## config.mk

```make
export PLATFORM = sky130hd
export DESIGN_NAME = osd_raster_pos
export DESIGN_NICKNAME = d
export VERILOG_FILES = /design/src/rtl/osd_pos_pkg.sv /design/src/rtl/osd_sync_counter.sv /design/src/rtl/osd_row_map.sv /design/src/rtl/osd_col_map.sv /design/src/rtl/osd_raster_pos.sv
export SDC_FILE = /design/constraint.sdc
export NUM_CORES = 1
export LEC_CHECK = 0
export BUFFER_PORTS_ARGS = -buffer_cell sky130_fd_sc_hd__buf_2
export CELL_PAD_IN_SITES_DETAIL_PLACEMENT = 1
export CELL_PAD_IN_SITES_GLOBAL_PLACEMENT = 1
export CORE_ASPECT_RATIO = 1.1
export CORE_MARGIN = 2
export CORE_UTILIZATION = 49
export CTS_CLUSTER_SIZE = 25
export DETAILED_ROUTE_END_ITERATION = 6
export PLACE_DENSITY = 0.82
export SYNTH_ARGS = -nofsm -noshare
export SYNTH_HDL_FRONTEND = slang
export SYNTH_SLANG_ARGS = --single-unit
```

## constraint.sdc

```tcl
create_clock -name clk -period 30.7 [get_ports clk]
set_clock_uncertainty 0.05 [all_clocks]
set_input_delay 6.14 -clock clk [delete_from_list [all_inputs] [get_ports clk]]
set_output_delay 6.14 -clock clk [all_outputs]
set_load 0.005 [all_outputs]
```

## src/rtl/osd_pos_pkg.sv

```systemverilog
package osd_pos_pkg;

  typedef logic [1:0] size_code_t;

  // First row (0-based) governed by each size input; rows in between inherit
  localparam int unsigned SZ_ROW_A = 0;
  localparam int unsigned SZ_ROW_B = 1;
  localparam int unsigned SZ_ROW_C = 8;
  localparam int unsigned SZ_ROW_D = 10;

  // Size code to magnification factor 1..3
  function automatic logic [1:0] decode_mult(input size_code_t code);
    case (code)
      2'b01:   return 2'd2;
      2'b10:   return 2'd3;
      default: return 2'd1;
    endcase
  endfunction

endpackage

```

## src/rtl/osd_sync_counter.sv

```systemverilog
module osd_sync_counter #(
  parameter int unsigned CNT_W = 11
) (
  input  logic             clk,
  input  logic             rst_n,
  input  logic             en,
  input  logic             sync_lvl,
  input  logic             step,
  output logic [CNT_W-1:0] cnt,
  output logic             lead
);

  localparam logic [CNT_W-1:0] CNT_MAX = '1;

  logic             sync_q;
  logic             sync_d;
  logic [CNT_W-1:0] cnt_d;

  assign lead = en & sync_lvl & ~sync_q;

  always_comb begin
    sync_d = sync_q;
    cnt_d  = cnt;
    if (en) begin
      sync_d = sync_lvl;
      if (lead) begin
        cnt_d = '0;
      end else if (step && (cnt != CNT_MAX)) begin
        cnt_d = cnt + 1'b1;
      end
    end
  end

  always_ff @(posedge clk or negedge rst_n) begin
    if (!rst_n) begin
      sync_q <= 1'b0;
      cnt    <= '0;
    end else begin
      sync_q <= sync_d;
      cnt    <= cnt_d;
    end
  end

endmodule

```

## src/rtl/osd_row_map.sv

```systemverilog
module osd_row_map #(
  parameter int unsigned ROWS    = 12,
  parameter int unsigned CELL_H  = 18,
  parameter int unsigned VCNT_W  = 10,
  parameter int unsigned START_W = 6,
  localparam int unsigned RW     = $clog2(ROWS),
  localparam int unsigned DYW    = $clog2(CELL_H)
) (
  input  logic [VCNT_W-1:0]       vcnt,
  input  logic [START_W-1:0]      vstart,
  input  logic [ROWS-1:0][1:0]    row_mult,
  output logic                    v_in,
  output logic [RW-1:0]           row,
  output logic [1:0]              mult,
  output logic [DYW-1:0]          dot_y
);

  logic [VCNT_W-1:0] bnd [ROWS+1];
  logic [VCNT_W-1:0] y;
  logic [VCNT_W-1:0] off;
  logic [VCNT_W-1:0] dy;
  logic              above;

  // Accumulated row boundaries, relative to the window's first line
  assign bnd[0] = '0;
  for (genvar r = 0; r < ROWS; r++) begin : g_bnd
    assign bnd[r+1] = bnd[r] + VCNT_W'(CELL_H * row_mult[r]);
  end

  assign above = (vcnt >= VCNT_W'(vstart));
  assign y     = vcnt - VCNT_W'(vstart);

  always_comb begin
    v_in = above && (y < bnd[ROWS]);
    row  = '0;
    mult = 2'd1;
    off  = '0;
    for (int r = 0; r < ROWS; r++) begin
      if ((y >= bnd[r]) && (y < bnd[r+1])) begin
        row  = RW'(r);
        mult = row_mult[r];
        off  = y - bnd[r];
      end
    end
    case (mult)
      2'd2:    dy = off >> 1;
      2'd3:    dy = off / VCNT_W'(3);
      default: dy = off;
    endcase
    dot_y = DYW'(dy);
  end

endmodule

```

## src/rtl/osd_col_map.sv

```systemverilog
module osd_col_map #(
  parameter int unsigned COLS    = 24,
  parameter int unsigned CELL_W  = 12,
  parameter int unsigned HCNT_W  = 11,
  parameter int unsigned START_W = 6,
  localparam int unsigned CW     = $clog2(COLS),
  localparam int unsigned DXW    = $clog2(CELL_W)
) (
  input  logic [HCNT_W-1:0]  hcnt,
  input  logic [START_W-1:0] hstart,
  input  logic [1:0]         mult,
  output logic               h_in,
  output logic [CW-1:0]      col,
  output logic [DXW-1:0]     dot_x
);

  localparam logic [HCNT_W-1:0] PITCH1 = HCNT_W'(CELL_W);
  localparam logic [HCNT_W-1:0] PITCH2 = HCNT_W'(2 * CELL_W);
  localparam logic [HCNT_W-1:0] PITCH3 = HCNT_W'(3 * CELL_W);
  localparam logic [HCNT_W-1:0] NCOLS  = HCNT_W'(COLS);

  logic [HCNT_W-1:0] x;
  logic [HCNT_W-1:0] pitch;
  logic [HCNT_W-1:0] q;
  logic [HCNT_W-1:0] rem;
  logic [HCNT_W-1:0] dx;
  logic              above;

  assign above = (hcnt >= HCNT_W'(hstart));
  assign x     = hcnt - HCNT_W'(hstart);

  always_comb begin
    case (mult)
      2'd2: begin
        pitch = PITCH2;
        q     = x / PITCH2;
      end
      2'd3: begin
        pitch = PITCH3;
        q     = x / PITCH3;
      end
      default: begin
        pitch = PITCH1;
        q     = x / PITCH1;
      end
    endcase
    rem = x - q * pitch;
    case (mult)
      2'd2:    dx = rem >> 1;
      2'd3:    dx = rem / HCNT_W'(3);
      default: dx = rem;
    endcase
    h_in  = above && (x < NCOLS * pitch);
    col   = CW'(q);
    dot_x = DXW'(dx);
  end

endmodule

```

## src/rtl/osd_raster_pos.sv

```systemverilog
module osd_raster_pos
  import osd_pos_pkg::*;
#(
  parameter int unsigned ROWS    = 12,
  parameter int unsigned COLS    = 24,
  parameter int unsigned CELL_W  = 12,
  parameter int unsigned CELL_H  = 18,
  parameter int unsigned START_W = 6,
  parameter int unsigned HCNT_W  = 11,
  parameter int unsigned VCNT_W  = 10,
  localparam int unsigned RW     = $clog2(ROWS),
  localparam int unsigned CW     = $clog2(COLS),
  localparam int unsigned DXW    = $clog2(CELL_W),
  localparam int unsigned DYW    = $clog2(CELL_H)
) (
  input  logic               clk,
  input  logic               rst_n,
  input  logic               dot_en,
  input  logic               hsync,
  input  logic               vsync,
  input  logic [START_W-1:0] v_offset,
  input  logic [START_W-1:0] h_offset,
  input  logic [1:0]         size_a,
  input  logic [1:0]         size_b,
  input  logic [1:0]         size_c,
  input  logic [1:0]         size_d,
  output logic               in_window,
  output logic [RW-1:0]      char_row,
  output logic [CW-1:0]      char_col,
  output logic [DXW-1:0]     dot_x,
  output logic [DYW-1:0]     dot_y,
  output logic [RW+CW-1:0]   mem_addr
);

  logic [HCNT_W-1:0]   hcnt;
  logic [VCNT_W-1:0]   vcnt;
  logic                h_lead;
  logic                v_lead;
  logic [ROWS-1:0][1:0] row_mult;
  logic                v_in;
  logic                h_in;
  logic [RW-1:0]       row_w;
  logic [1:0]          mult_w;
  logic [DYW-1:0]      dy_w;
  logic [CW-1:0]       col_w;
  logic [DXW-1:0]      dx_w;

  logic                in_window_d;
  logic [RW-1:0]       char_row_d;
  logic [CW-1:0]       char_col_d;
  logic [DXW-1:0]      dot_x_d;
  logic [DYW-1:0]      dot_y_d;
  logic [RW+CW-1:0]    mem_addr_d;

  // Per-row magnification with inheritance from the nearest governed row above
  for (genvar r = 0; r < ROWS; r++) begin : g_rowsz
    if (r >= SZ_ROW_D) begin : g_d
      assign row_mult[r] = decode_mult(size_d);
    end else if (r >= SZ_ROW_C) begin : g_c
      assign row_mult[r] = decode_mult(size_c);
    end else if (r >= SZ_ROW_B) begin : g_b
      assign row_mult[r] = decode_mult(size_b);
    end else begin : g_a
      assign row_mult[r] = decode_mult(size_a);
    end
  end

  osd_sync_counter #(.CNT_W(HCNT_W)) u_hcnt (
    .clk      (clk),
    .rst_n    (rst_n),
    .en       (dot_en),
    .sync_lvl (hsync),
    .step     (1'b1),
    .cnt      (hcnt),
    .lead     (h_lead)
  );

  osd_sync_counter #(.CNT_W(VCNT_W)) u_vcnt (
    .clk      (clk),
    .rst_n    (rst_n),
    .en       (dot_en),
    .sync_lvl (vsync),
    .step     (h_lead),
    .cnt      (vcnt),
    .lead     (v_lead)
  );

  osd_row_map #(
    .ROWS(ROWS), .CELL_H(CELL_H), .VCNT_W(VCNT_W), .START_W(START_W)
  ) u_rows (
    .vcnt     (vcnt),
    .vstart   (v_offset),
    .row_mult (row_mult),
    .v_in     (v_in),
    .row      (row_w),
    .mult     (mult_w),
    .dot_y    (dy_w)
  );

  osd_col_map #(
    .COLS(COLS), .CELL_W(CELL_W), .HCNT_W(HCNT_W), .START_W(START_W)
  ) u_cols (
    .hcnt   (hcnt),
    .hstart (h_offset),
    .mult   (mult_w),
    .h_in   (h_in),
    .col    (col_w),
    .dot_x  (dx_w)
  );

  always_comb begin
    in_window_d = in_window;
    char_row_d  = char_row;
    char_col_d  = char_col;
    dot_x_d     = dot_x;
    dot_y_d     = dot_y;
    mem_addr_d  = mem_addr;
    if (dot_en) begin
      if (v_in && h_in) begin
        in_window_d = 1'b1;
        char_row_d  = row_w;
        char_col_d  = col_w;
        dot_x_d     = dx_w;
        dot_y_d     = dy_w;
        mem_addr_d  = {row_w, col_w};
      end else begin
        in_window_d = 1'b0;
        char_row_d  = '0;
        char_col_d  = '0;
        dot_x_d     = '0;
        dot_y_d     = '0;
        mem_addr_d  = '0;
      end
    end
  end

  always_ff @(posedge clk or negedge rst_n) begin
    if (!rst_n) begin
      in_window <= 1'b0;
      char_row  <= '0;
      char_col  <= '0;
      dot_x     <= '0;
      dot_y     <= '0;
      mem_addr  <= '0;
    end else begin
      in_window <= in_window_d;
      char_row  <= char_row_d;
      char_col  <= char_col_d;
      dot_x     <= dot_x_d;
      dot_y     <= dot_y_d;
      mem_addr  <= mem_addr_d;
    end
  end

endmodule

```

==> flow_metrics.tcl, run 1 <==
set metrics [dict create \
    synth_edf_count 0 \
    overflow 239 \
    grt_max_degree 43 \
    yosysUniqueCellTypes 114 \
    postCtsHoldBufs 0 \
    io_pins 53 \
    syn-cell-area_mm2 0.0151 \
    synthFlopType "dfrtp_1" \
    syn_avg_cell_area_um2 7.40 \
    placement_rows 67 \
    ys_ff_latch 42 \
    dpl-instance-area_mm2 0.0188 \
    gp_congestion 0.941 \
    syn_inst 2037 \
    clock_path_buffers 2 \
    syn-num-nets 2293 \
    haltStage "5_1_grt" \
    port_buffers 52 \
    synth-async-reset-ratio_pct 100 \
    status "did not finish" \
    post-dp-hpwl_mm 53.5 \
    grtUsageTotal_pct 79.2 \
    error "[ERROR GRT-0232] Routing congestion too high. Check the congestion heatmap in the GUI." \
    initial_core_util_pct 49.7 \
    htreeDepth 2 \
    cts_buffers 5 \
    endpoint_type "register data pin" \
    postGrtWorstEndpoint "dot_x[0]$_DFFE_PN0P_/D" \
    cts.sinks 42 \
    ys_warn_count 0 \
    die_x_um 171 \
    die_height_um 188 \
    root_buffer "clkbuf_16" \
    ys_seq_area_share_pct 6.97 \
]
[metrics by stage]
step | worst slack, ns | hold WS, ns | TNS (ns) | std cells
2_1_floorplan | -2.50 | 0.428 | -7.26 | 2037
3_3_place_gp | -1.65 | 0.431 | -4.23 | 2818
3_5_place_dp | -3.53 | 0.449 | -11.49 | 2818
4_1_cts | -1.74 | 0.465 | -4.69 | 2898
[layer usage]
layer  GRT overflow  track usage (%)
met3              5             63.3
met5              0             24.2
met1              5             76.7
met2            146             96.8
met4             83             84.3
[synth_stat cells (9+ instances only)]
cell	count	area, um2
ha_1	197	2460
a211oi_1	22	165
a211o_1	9	78.8
xnor2_1	109	955
mux2_2	13	146
nand2_1	148	556
and2_1	14	87.6
o31ai_1	9	67.6
nand4_1	35	219
nand2b_1	26	163
dfrtp_1	42	1050
a21o_1	32	240
a21boi_0	11	82.6
and3_1	9	56.3
or3_1	26	163
a21oi_1	146	731
nor2b_1	29	181
nand3_1	52	260
inv_1	179	672
or2_2	17	106
o22ai_1	10	62.6
o21ai_0	109	546
mux2i_1	21	210
nor2_1	219	822
fa_1	34	681
xor2_1	56	490
a31oi_1	21	131
o21a_1	38	285
nor3_1	46	230
clkbuf_1	52	195
o211ai_1	22	165
nor4_1	9	56.3
a2111oi_0	10	87.6
o21bai_1	16	120
o2bb2ai_1	13	114
buf_4	11	82.6
[repair_timing]
action                                 in CTS
setup endpoints to repair                   4
setup buffers                              73
cloned                                      1
resized for setup                          94
pin swaps                                  86
endpoints found under the hold margin       0
[cells by family after synthesis]
kind of cell    after synthesis  share of synthesized area, %
buf+inv                     254                          6.77
compound gates              610                          29.1
mux                          37                          2.65
xor+xnor                    178                          11.1
flops                        42                          6.97
fa+ha+maj                   238                          21.3
simple gates                678                          22.0
==> run 2, diff against run 1 <==
--- a/config.mk
+++ b/config.mk
@@ -6,14 +6,10 @@
 export NUM_CORES = 1
 export LEC_CHECK = 0
 export BUFFER_PORTS_ARGS = -buffer_cell sky130_fd_sc_hd__buf_2
-export CELL_PAD_IN_SITES_DETAIL_PLACEMENT = 1
-export CELL_PAD_IN_SITES_GLOBAL_PLACEMENT = 1
-export CORE_ASPECT_RATIO = 1.1
 export CORE_MARGIN = 2
-export CORE_UTILIZATION = 49
-export CTS_CLUSTER_SIZE = 25
+export CORE_UTILIZATION = 40
 export DETAILED_ROUTE_END_ITERATION = 6
-export PLACE_DENSITY = 0.82
+export PLACE_DENSITY_LB_ADDON = 0.15
 export SYNTH_ARGS = -nofsm -noshare
 export SYNTH_HDL_FRONTEND = slang
 export SYNTH_SLANG_ARGS = --single-unit
==> run 2 against run 1 <==
Compared with the run above: synthesized area unchanged; the flow now finishes, with violations (DRC, setup timing); synthesized cell count unchanged.
==> flow_metrics.tcl, run 2 <==
set metrics [dict create \
    grtUsageTotal_pct 27.9 \
    postCtsHoldBufs 0 \
    synth_common_cells "nor2_1 (219), ha_1 (197), inv_1 (179), nand2_1 (148), a21oi_1 (146)" \
    critPathMaxFanout 6 \
    ys_ff_latch 42 \
    drv_cap 0 \
    ys_warn_count 0 \
    setup_violations 4 \
    postRouteAntennaNets 0 \
    arrival_ns 32.23 \
    slew_violations 0 \
    violations "DRC, setup timing" \
    grt_max_degree 43 \
    crit_path_frequent_cell "buf_4" \
    die_height_um 198 \
    startpoint "size_b[1]" \
    hold_end "dot_y[0]$_DFFE_PN0P_" \
    post-route-period-util_pct 105 \
    largest_reg_flops 11 \
    synth_edf_count 0 \
    gp_congestion 0.962 \
    crit_path_top_delay_cell "fa_2" \
    clock_path_buffers 2 \
    status "finished, violations left" \
    synth_top_area_cell "ha_1" \
    fp.dieArea_mm2 0.0392 \
    hold_ws_ns 0.448 \
    wire_per_inst_um 18.0 \
    setup_ws_ns -1.39 \
    num_antenna_cells 0 \
    firstDrtPassIters 7 \
    drive_gt1_share_pct 33.2 \
    die_x_um 198 \
    hold_viol_final 0 \
    worstHoldPathCells 1 \
    io_pins 53 \
    grt_pass1_wl_mm 87.4 \
    hp-start "dot_y[0]$_DFFE_PN0P_" \
    n_fill_cell 3534 \
    rsz0062_at_grt "yes" \
    clkTransAtPathRegs_ns 0.08 \
    num_vias 17230 \
    cp.required_ns 30.84 \
    route.detailed.drc 3 \
    slowest_delay_ns 0.58 \
    slew_headroom_pct 17.4 \
    grt_pass1_vias 16939 \
    layout_commonest_cell "buf_4" \
    avgViaCountPerCell 5.61 \
    top_register "u_hcnt.cnt" \
    layout_common_cells "buf_4 (526), nor2_1 (208), ha_1 (171)" \
    r2r_start "u_vcnt.cnt[2]$_DFFE_PN0P_" \
    cts.sinks 42 \
    placement_rows 71 \
    cts_buffers 5 \
    yosysUniqueCellTypes 114 \
    cts_tree "built" \
    dp_worst_setup_slack_ns -2.50 \
    start_kind "primary input" \
    overflow 0 \
    nets 2814 \
    yosysMostFrequentCell "nor2_1" \
    drt-total-wl_mm 55.3 \
    synthFlopType "dfrtp_1" \
    syn-num-nets 2293 \
    rrSetupSlack_ns 7.22 \
    finalSetupTns_ns -3.78 \
    core_area_mm2 0.0374 \
    synth.top_cell.area_share_pct 16.4 \
    ys_top_cells_by_area "ha_1 (16%), dfrtp_1 (7.0%), xnor2_1 (6.3%), nor2_1 (5.5%), a21oi_1 (4.8%)" \
    ys_seq_area_share_pct 6.97 \
    syn-cell-area_mm2 0.0151 \
    port_buffers 52 \
    root_buffer "clkbuf_16" \
    critical_path_class "in -> reg" \
    synth-async-reset-ratio_pct 100 \
    hold_path_class "reg -> reg" \
    r2r-end "dot_x[0]$_DFFE_PN0P_" \
    post-dp-hpwl_mm 43.1 \
    antenna_found_initial 0 \
    drt_iter0_markers 1087 \
    rr_worst_depth 124 \
    htreeDepth 2 \
    fmax_ghz 0.0312 \
    syn_avg_cell_area_um2 7.40 \
    syn_inst 2037 \
    finalCriticalPeriod_ns 32.09 \
    reg_top3 "u_hcnt.cnt: 11 flops, u_vcnt.cnt: 10 flops, dot_y: 5 flops" \
    insertion_delay_ns 0.30 \
    area_delta_synth_final_pct 39.8 \
    worstMarginPinSlew_ns 1.24 \
    initial_core_util_pct 40.3 \
    critPathCaptureType "flop" \
]
[run 2: cell counts after synthesis]
No cell type changed its count.
[run 2: critical path: cells and delay by family]
family,cells,cell delay (ns)
compound gates,48,7.74
xor+xnor,2,0.41
fa+ha+maj,20,6.82
buf+inv,59,6.61
mux,1,0.29
simple gates,28,4.24
[run 2: what timing repair did]
| action | 4_1_cts | 5_1_grt |
|---|---|---|
| pin swaps | 116 | 82 |
| resized for setup | 97 | 56 |
| setup buffers | 120 | 22 |
| endpoints found under the setup margin | 4 | 4 |
[run 2: how the worst max path moves through the flow]
stage                                end  depth (start not counted)
global placement    dot_x[0]$_DFFE_PN0P_                        137
detailed placement  dot_x[0]$_DFFE_PN0P_                        134
finish              dot_x[0]$_DFFE_PN0P_                        158
CTS                 dot_x[0]$_DFFE_PN0P_                        143
global route        dot_x[0]$_DFFE_PN0P_                        148
floorplan           dot_x[0]$_DFFE_PN0P_                        149
[run 2: layout make-up]
cell class / count / area, um2 / area share [%]
clock buffers: 5 / 125 / 0.594
clock inverters: 3 / 18.8 / 0.0891
inverters: 184 / 722 / 3.43
multi-input cells: 1741 / 14200 / 67.3
flip-flops and latches: 42 / 1050 / 4.99
well taps: 511 / 639 / 3.03
repair buffers: 584 / 4330 / 20.5
[run 2: cell families after synthesis]
| family | after synthesis | synth area share (%) |
|---|---|---|
| and+or+nand+nor | 678 | 22.0 |
| buffers and inverters | 254 | 6.77 |
| adders and majority gates | 238 | 21.3 |
| AOI/OAI and AO/OA | 610 | 29.1 |
| DFF | 42 | 6.97 |
| xor gates and xnor gates | 178 | 11.1 |
| muxes | 37 | 2.65 |
[run 2: through the flow]
stage,cells,util [%],instance area (um2)
3_3_place_gp,2922,50.8,19000
2_1_floorplan,2037,-,15500
6_report,3070,56.3,21100
3_5_place_dp,2922,50.8,19000
5_1_grt,3070,56.3,21100
4_1_cts,3048,55.1,20600
[run 2: routing by layer]
layer  GRT usage (%)  vias to the layer above  wire length [um]
met3            3.37                       82              2880
met1            37.8                     8252             25500
met2            46.6                      477             25700
met4            7.35                        0              1300
met5               0                        -                 0
li1                -                     8419                 -
Power of run 2 is not shown: default switching activity piles up to over one toggle a cycle in this logic, so the estimate is an artifact.
==> run 3, diff against run 2 <==
--- a/config.mk
+++ b/config.mk
@@ -9,7 +9,7 @@
 export CORE_MARGIN = 2
 export CORE_UTILIZATION = 40
 export DETAILED_ROUTE_END_ITERATION = 6
-export PLACE_DENSITY_LB_ADDON = 0.15
+export PLACE_DENSITY = 0.59
 export SYNTH_ARGS = -nofsm -noshare
 export SYNTH_HDL_FRONTEND = slang
 export SYNTH_SLANG_ARGS = --single-unit
==> run 3 against run 2 <==
Compared with the run above: the flow finishes with violations (setup timing); final cell count decreased by 1.1%; register-to-register slack improved by 0.04 ns; wire length shrank 2.0%; first-iteration DRC count rose by 9.6%; clock-buffer cell count unchanged; setup slack gained 0.28 ns; sequential share of layout area rose by 0.094 points.
==> flow_metrics.tcl, run 3 (same netlist as run 2, synthesis figures left out) <==
set metrics [dict create \
    hp-start "dot_y[0]$_DFFE_PN0P_" \
    reg_top3 "u_hcnt.cnt: 11 flops, u_vcnt.cnt: 10 flops, dot_y: 5 flops" \
    avgViaCountPerCell 5.65 \
    drt_iter0_markers 1191 \
    gp_congestion 0.961 \
    area_delta_synth_final_pct 37.2 \
    core_area_mm2 0.0374 \
    slew_headroom_pct 21.0 \
    fp.dieArea_mm2 0.0392 \
    grtUsageTotal_pct 27.3 \
    setup_ws_ns -1.12 \
    initial_core_util_pct 40.3 \
    setup_violations 4 \
    cts_buffers 5 \
    largest_reg_flops 11 \
    cts_tree "built" \
    firstDrtPassIters 5 \
    overflow 0 \
    clkTransAtPathRegs_ns 0.07 \
    post-dp-hpwl_mm 42.9 \
    post-route-period-util_pct 104 \
    critPathCaptureType "flop" \
    critPathMaxFanout 7 \
    slowest_delay_ns 0.58 \
    port_buffers 52 \
    violations "setup timing" \
    placement_rows 71 \
    grt_pass1_vias 16709 \
    nets 2779 \
    root_buffer "clkbuf_16" \
    num_vias 17161 \
    die_height_um 198 \
    critical_path_class "in -> reg" \
    slew_violations 0 \
    crit_path_top_delay_cell "o21bai_1" \
    fin_area_mm2 0.0207 \
    cts.sinks 42 \
    r2r_start "u_vcnt.cnt[2]$_DFFE_PN0P_" \
    cp.required_ns 30.84 \
    layout_commonest_cell "buf_4" \
    insertion_delay_ns 0.32 \
    arrival_ns 31.96 \
    drive_gt1_share_pct 31.9 \
    hold_path_class "reg -> reg" \
    io_pins 53 \
    wire_per_inst_um 17.9 \
    grt_pass1_wl_mm 86.2 \
    finalCriticalPeriod_ns 31.82 \
    drt-total-wl_mm 54.2 \
    clock_path_buffers 2 \
    drv_cap 0 \
    start_kind "primary input" \
    htreeDepth 2 \
    post-route-util_pct 55.3 \
    status "finished, violations left" \
    layout_common_cells "buf_4 (495), nor2_1 (208), ha_1 (174)" \
    postCtsHoldBufs 0 \
    fmax_ghz 0.0314 \
    die_x_um 198 \
    dpl-instance-area_mm2 0.0190 \
    num_antenna_cells 0 \
    antenna_found_initial 1 \
    top_register "u_hcnt.cnt" \
    hold_viol_final 0 \
    grt_max_degree 43 \
    rsz0062_at_grt "yes" \
    postRouteAntennaNets 0 \
    startpoint "size_a[0]" \
    route.detailed.drc 0 \
    worstMarginPinSlew_ns 1.18 \
    crit_path_frequent_cell "ha_4" \
]
## run 3: timing repair
item | CTS | global route
setup buffers | 81 | 29
endpoints found under the setup margin | 4 | 4
pin swaps | 90 | 71
gates resized for setup | 60 | 68
hold endpoints to repair | 0 | 0
## run 3: layout make-up
| type | instances | area (um2) |
|---|---|---|
| Fill cell | 3493 | 16700 |
| Multi-Input combinational cell | 1741 | 14100 |
| Timing Repair Buffer | 549 | 4040 |
| Sequential cell | 42 | 1050 |
| Inverter | 184 | 719 |
| Tap cell | 511 | 639 |
| Clock buffer | 5 | 125 |
| Clock inverter | 3 | 18.8 |
## run 3: path summary, 6_finish.rpt
path	to	slack (ns)	cells after the start
hold / removal	dot_y[0]$_DFFE_PN0P_	0.45	1
min in group asynchronous	u_hcnt.cnt[9]$_DFFE_PN0P_	5.88	2
hold reg to reg	dot_y[0]$_DFFE_PN0P_	0.45	1
setup / recovery	dot_x[0]$_DFFE_PN0P_	-1.12	134
setup reg to reg	dot_x[0]$_DFFE_PN0P_	7.26	110
max in group asynchronous	dot_x[3]$_DFFE_PN0P_	24.28	2
## run 3: worst max-delay path: cells and delay by family
family	cells	cell delay [ns]
AOI/OAI and AO/OA	47	7.52
xor gates and xnor gates	8	1.28
adders and majority gates	27	8.40
buffers and inverters	16	1.40
muxes	3	0.68
and+or+nand+nor	33	6.47
## run 3: per-layer routing
layer / global-route usage [%] / share of wire, % / up-vias
met4: 5.96 / 2.2 / 0
li1: - / - / 8348
met2: 46.0 / 47 / 531
met3: 3.37 / 5.5 / 100
met5: 0 / 0 / -
met1: 37.2 / 46 / 8182
## run 3: metrics by stage
stage	hold WS [ns]	worst slack, ns	TNS, ns	instances
2_1_floorplan	0.428	-2.50	-7.26	2037
3_3_place_gp	0.424	-1.69	-4.43	2919
3_5_place_dp	0.432	-2.40	-7.23	2919
4_1_cts	0.449	-0.771	-1.06	3007
5_1_grt	0.464	-2.28	-6.97	3035
6_report	0.447	-1.12	-2.19	3035
Power of run 3 is left out for the same reason.
